File: config.mk
export PLATFORM = sky130hd
export DESIGN_NAME = phy_sync_seq
export DESIGN_NICKNAME = d
export VERILOG_FILES = /design/src/rtl/phy_sync_seq.sv
export SDC_FILE = /design/constraint.sdc
export NUM_CORES = 1
export LEC_CHECK = 0
export BUFFER_PORTS_ARGS = -buffer_cell sky130_fd_sc_hd__buf_2
export CAP_MARGIN = 20
export CORE_AREA = 2 2 100 102
export DETAILED_ROUTE_END_ITERATION = 16
export DIE_AREA = 0 0 102 104
export GPL_TIMING_DRIVEN = 0
export PLACE_DENSITY = 0.6
export SYNTH_ARGS = -nofsm -noshare
export SYNTH_HDL_FRONTEND = slang
export SYNTH_SLANG_ARGS = --single-unit
File: constraint.sdc
create_clock -name clk -period 7.15 [get_ports clk]
set_clock_uncertainty 0.1 [all_clocks]
set_input_delay 0.3575 -clock clk [delete_from_list [all_inputs] [get_ports clk]]
set_output_delay 0.3575 -clock clk [all_outputs]
set_load 0.02 [all_outputs]
File: src/rtl/phy_sync_seq.sv
module phy_sync_seq #(
  parameter int LEN_W = 4,
  parameter int EXTRA = 8
) (
  input  logic        clk,
  input  logic        rst_n,
  input  logic        wr_en,
  input  logic [31:0] wr_data,
  output logic [31:0] rd_data,
  output logic        sync_en,
  output logic        sync_rst,
  output logic        slow_mode,
  output logic        sdio_mode,
  output logic        busy,
  output logic        done
);
  localparam int NPH    = 4;
  localparam int FLD_W  = NPH * LEN_W;
  localparam int MAXTOT = NPH * ((1 << LEN_W) - 1) + EXTRA;
  localparam int CNT_W  = $clog2(MAXTOT + 1);
  localparam int B_GO   = 31;
  localparam int B_SLOW = 29;
  localparam int B_SDIO = 28;

  logic [FLD_W-1:0] cfg_q, lat_q;
  logic             slow_q, sdio_q, busy_q, done_q;
  logic [CNT_W-1:0] elapsed_q;
  logic [CNT_W-1:0] len_rst, len_gap, len_en, len_wait;
  logic [CNT_W-1:0] end_en, end_gap, end_rst, last_cyc;
  logic             start_req;

  assign len_rst  = CNT_W'(lat_q[LEN_W-1:0]);
  assign len_gap  = CNT_W'(lat_q[2*LEN_W-1:LEN_W]);
  assign len_en   = CNT_W'(lat_q[3*LEN_W-1:2*LEN_W]);
  assign len_wait = CNT_W'(lat_q[4*LEN_W-1:3*LEN_W]);

  assign end_en   = len_en;
  assign end_gap  = end_en + len_gap;
  assign end_rst  = end_gap + len_rst;
  assign last_cyc = end_rst + len_wait + CNT_W'(EXTRA - 1);

  assign start_req = wr_en && wr_data[B_GO] && !busy_q;

  always_ff @(posedge clk) begin
    if (!rst_n) begin
      cfg_q     <= '0;
      lat_q     <= '0;
      slow_q    <= 1'b0;
      sdio_q    <= 1'b0;
      busy_q    <= 1'b0;
      done_q    <= 1'b0;
      elapsed_q <= '0;
    end else begin
      done_q <= 1'b0;
      if (wr_en) begin
        cfg_q  <= wr_data[FLD_W-1:0];
        slow_q <= wr_data[B_SLOW];
        sdio_q <= wr_data[B_SDIO];
      end
      if (start_req) begin
        lat_q     <= wr_data[FLD_W-1:0];
        busy_q    <= 1'b1;
        elapsed_q <= '0;
      end else if (busy_q) begin
        if (elapsed_q == last_cyc) begin
          busy_q <= 1'b0;
          done_q <= 1'b1;
        end else begin
          elapsed_q <= elapsed_q + 1'b1;
        end
      end
    end
  end

  assign sync_en   = busy_q && (elapsed_q < end_en);
  assign sync_rst  = busy_q && (elapsed_q >= end_gap) && (elapsed_q < end_rst);
  assign busy      = busy_q;
  assign done      = done_q;
  assign slow_mode = slow_q;
  assign sdio_mode = sdio_q;

  always_comb begin
    rd_data              = '0;
    rd_data[FLD_W-1:0]   = cfg_q;
    rd_data[B_SDIO]      = sdio_q;
    rd_data[B_SLOW]      = slow_q;
    rd_data[B_GO]        = busy_q;
  end

  p_start_r1: assert property (@(posedge clk) disable iff (!rst_n)
    (wr_en && wr_data[B_GO] && !busy) |=> busy);
  p_strobe_excl_r3: assert property (@(posedge clk) disable iff (!rst_n)
    !(sync_en && sync_rst));
  p_strobe_idle_r3: assert property (@(posedge clk) disable iff (!rst_n)
    (sync_en || sync_rst) |-> busy);
  p_done_pulse_r6: assert property (@(posedge clk) disable iff (!rst_n)
    done |-> (!busy && $past(busy)));
  p_done_once_r6: assert property (@(posedge clk) disable iff (!rst_n)
    done |=> !done);
  p_lat_hold_r7: assert property (@(posedge clk) disable iff (!rst_n)
    (busy && $past(busy) && $past(rst_n)) |-> $stable(lat_q));
endmodule

Word-level counts from Yosys, hierarchy flattened:

Cells that the tools add are included.

* bits in registers: 43
* bits in latches: 0
* bits in writable memories: 0
* bits in read-only memories: 0
* bits of input ports: 35
* output and inout bits: 38
* word-level logic and storage cells: 32
* memories: 0

* add/sub/neg operators: 5
* multipliers: 0
* divide/modulo/power cells: 0
* order comparisons: 3
* equal/unequal tests: 1
* shifts and indexed selects: 0
* mux-type cells: 4
* bitwise operators: 3
* reduce and logical (&&, ||, !) cells: 9

Operators by type and width (number)
* $add A6 B4 Y7: 1
* $add A7 B1 Y7 const B: 1
* $add A7 B3 Y7 const B: 1
* $eq A7 B7 Y1: 1
* $ge A7 B5 Y1: 1
* $lt A7 B4 Y1: 1
* $lt A7 B6 Y1: 1
* $add A5 B4 Y6: 1
* $add A4 B4 Y5: 1
* $logic_and A1 B1 Y1: 5
* $mux W1: 4
* $not A1 Y1: 3
* $reduce_or A3 Y1: 1
* $reduce_and A2 Y1: 1
* $reduce_or A2 Y1: 1
* $logic_not A1 Y1: 1

Depth between registers and ports, before layout:

* word-level depth: 8
* depth in mapped cells: 18
* depth with buffers taken out: 17

Worst setup path before layout:

OpenSTA, ideal clock, no wires.

* kind: flip-flop to flip-flop
* start: register lat_q[4]
* end: register busy_q, in the netlist busy
* library setup time: 0.115 ns
* arrival: 4.007 ns
* data required time: 6.935 ns
* setup slack: 2.928 ns
* stages on the path, launching flop included: 17
* cell sequence: dfxtp_1 ha_1 fa_1 inv_1 fa_1 ha_1 inv_1 ha_1 fa_1 xor2_1 nor3_1 nand3_1 or3_1 o21ai_0 clkbuf_1 o21ai_0 and2_1

* cells in the longest elaborated chain, start to end: 8

RTL lines
* from (decl): line 25 `logic [FLD_W-1:0] cfg_q, lat_q;`
* from (signal assigned): line 61 `lat_q <= wr_data[FLD_W-1:0];`
* $add A4 B4 Y5: line 38 `assign end_gap = end_en + len_gap;`
* $add A5 B4 Y6: line 39 `assign end_rst = end_gap + len_rst;`
* $add A6 B4 Y7: line 40 `assign last_cyc = end_rst + len_wait + CNT_W'(EXTRA - 1);`
* $add A7 B3 Y7: line 40
* $eq A7 B7 Y1: line 65 `if (elapsed_q == last_cyc) begin`
* $mux W1: line 65
* $mux W1: line 64 `end else if (busy_q) begin`
* $mux W1: line 60 `if (start_req) begin`
* to (signal assigned): line 50 `busy_q <= 1'b0;`
* to (signal assigned): line 62 `busy_q <= 1'b1;`
* to (signal assigned): line 66 `busy_q <= 1'b0;`
* to (decl): line 26 `logic slow_q, sdio_q, busy_q, done_q;`

No other way between the ends.
A chain may end at the register's enable or synchronous reset.

Worst setup path in the final report:

* start: register lat_q[8]
* end: register busy_q, in the netlist busy

Same word-level chain as after synthesis.

==> out/results.ini <==
[clocking]
cts.clk_slew.worst_paths_ns=0.09
cts_root_buf=clkbuf_8
hold_buffers=0
cts.sinks=43
numCtsBuffers=5
insertion_delay_ns=0.30
cts_buffer_depth=2
htreeDepth=2
cts_setup_buffers=0
cts_tree=yes
post_cts_resized=0

[timing]
fin_ws_ns=2.34
hold_viol=0
period_needed_ns=4.81
worstMarginPinSlew_ns=0.679
finalSetupViolCount=0
period_share_pct=67.3
slew_viol_final=0
rsz0062_at_grt=false
relSlewSlack_pct=54.7
clock.fmax_ghz=0.208
fin_tns_setup_ns=0

[floorplan]
num_io_pins=73
die_h_um=104
die-area_sq_um=10600
start_util_pct=29.0
dieWidth_um=102
row_count=36
core_sq_um=9550

[finish]
final_common_cell=buf_2
n_fill_cell=1029
area_delta_synth_final_pct=19.0
final_nets=440
antenna_cells=0
seq_area_sq_um=861
final_core_util_pct=34.5
final_cell_mix=buf_2 (45), dfxtp_1 (43), nand2_1 (37)
multi_input_area_sq_um=1700
drive_above_1_share_pct=20.1

[yosys]
syn_area_sq_um=2770
ys_ff_latch=43
synth_top_area_share_pct=31.1
yosys-top-cells-area=dfxtp_1 (31%), ha_1 (14%), mux2i_1 (6.9%), nand2_1 (5.0%), a21boi_0 (4.9%)
synth.distinct_cells=42
yosys_warnings=0
syn_area_per_cell_sq_um=8.99
synth_edf_count=0
async_flop_share_pct=0
synth_largest_area_cell=dfxtp_1
synth_cells=308
ys.flop_type=dfxtp_1
synth-seq-area-share_pct=31.1

[worst_setup_path]
cpMaxStageDelayCell=or3_1
cp_num_cells=17
reg2regPathDepth=17
crit_arrival_ns=4.92
crit_end=busy
crit_top_cell=ha_1
ff2ff_setup_slack_ns=2.34
cp_max_fo=10
crit_buf_inv=2
cp-end-kind=register
critPathLaunchType=register
r2r-start=lat_q[8]
crit_path_start=lat_q[8]
cp_slowest_stage_delay_ns=0.42
crit_family=adder cells
cp_data_required_time_ns=7.25
reg2reg_to=busy
crit_path_cell_trace=ha_1 > fa_1 > xor2_1 > ha_1 > xor2_1 > ha_1 > inv_1 > ha_1 > a21o_1 > a21oi_1 > xnor2_1 > nand3_1 > or3_1 > o21ai_0 > clkbuf_1 > o21ai_0 > and2_1
critPathKind=reg2reg

[drt]
antenna_left=0
route.detailed.drc=0
firstDrtPassIters=4
avgViaCountPerCell=4.34
wl_per_cell_um=11.2
wl_met1_um=2650
dr_wl_met2_um=2630
drt-initial-drc-count=62
wl_met3_um=251
vias=2197
drt_wl_total_um=5660
top_layer=met4

[grt]
grt_max_degree=15
grt_usage_pct=11.2
grt_antenna_before_repair=0
grt_first_pass_wirelength_um=9650
grt-ovfl-total=0
grt_pass1_vias=2089

[power_and_ir_drop]
p_comb_share_pct=27.2
p_clk_share_pct=27.3
p_seq_share_pct=45.5
sw_frac_of_total_pct=31.9
irDropWorstVdd_v=0.0000974
power.density_nw_per_um2=173
p_int_mw=0.388
switchingPower_mw=0.182
p_leak_nw=1.51

[placement]
place.port_buffers=45
post-place-ws_ns=2.36
place.detailed.hpwl_um=4580
gp_congestion=0.803

[flow_run]
max-cap-violations=0

[outcome]
outcome=completed

[worst_hold_path]
hp-class=in2reg

flip-flops by register name, summed over array words and instances, names as in the netlist:
register	flops
busy	1
cfg_q	16
done	1
elapsed_q	7
lat_q	16
sdio_mode	1
slow_mode	1
Yosys cell counts (2+ instances only):
master    number
dfxtp_1       43
nand2_1       37
ha_1          30
inv_1         22
mux2i_1       19
nor2b_1       19
a21boi_0      18
buf_4         16
a21oi_1       14
clkbuf_1      10
nand3_1        8
o21ai_0        8
xnor2_1        7
xor2_1         6
nand2b_1       5
o31ai_1        5
or4_1          5
a21o_1         4
fa_1           3
o21a_1         3
or3_1          3
and2_1         2
nor3_1         2
power groups by stage:
stage	clock network [mW]	logic [mW]	registers, mW
5_1_grt	0.170	0.177	0.261
4_1_cts	0.162	0.157	0.259
2_1_floorplan	0	0.111	0.271
6_report	0.155	0.155	0.259
3_3_place_gp	0	0.153	0.264
3_5_place_dp	0	0.156	0.265
how the worst min path moves through the flow:
stage                      startpoint        end  slack [ns]  cells past startpoint
after floorplan             lat_q[14]  lat_q[14]        0.34                      2
after global placement      lat_q[13]  lat_q[13]        0.35                      2
after detailed placement     lat_q[6]   lat_q[6]        0.37                      2
after CTS                 wr_data[12]  lat_q[12]        0.20                      3
after global routing       wr_data[9]   lat_q[9]        0.22                      3
final                     wr_data[12]  lat_q[12]        0.21                      3
layout make-up:
| class | instances | area share, % |
|---|---|---|
| Buffer | 28 | 5.24 |
| Clock buffer | 5 | 2.09 |
| Clock inverter | 3 | 0.608 |
| Inverter | 22 | 2.51 |
| Multi-Input combinational cell | 227 | 51.5 |
| Sequential cell | 43 | 26.1 |
| Tap cell | 133 | 5.05 |
| Timing Repair Buffer | 45 | 6.84 |
kinds of logic (layout without fill, tap and decap cells):
logic type	Yosys count	after routing	synth area share, %
muxes	20	20	7.41
buffers and inverters	50	103	9.22
DFF	43	43	31.1
adders and majority gates	34	34	16.1
and+or+nand+nor	87	87	16.3
xor gates and xnor gates	15	15	5.60
other	1	13	0.135
AOI/OAI and AO/OA	58	58	14.2
routing by layer:
layer,up-vias,track usage (%)
met5,-,0
met4,0,4.00
met3,8,2.15
met2,58,18.2
met1,992,14.5
li1,1139,-
worst register-to-register path, delay by kind of cell, from the launching register on:
family	cells	cell delay [ns]
adder cells (fa/ha/maj)	5	1.46
AO/OA/AOI/OAI	4	0.84
AND/OR/NAND/NOR	3	0.75
XOR/XNOR	3	0.74
buffers and inverters	2	0.48
flip-flops	1	0.34
per-stage QoR:
| step | cell area [sq um] | hold WS, ns | instances | total power [mW] |
|---|---|---|---|---|
| floorplan | 2810 | 0.343 | 320 | 0.382 |
| global placement | 3210 | 0.353 | 498 | 0.417 |
| detailed placement | 3210 | 0.368 | 498 | 0.421 |
| CTS | 3290 | 0.201 | 506 | 0.578 |
| global route | 3290 | 0.217 | 506 | 0.608 |
| finish | 3290 | 0.208 | 506 | 0.569 |
No activity file was read; power rests on OpenSTA's default activity.
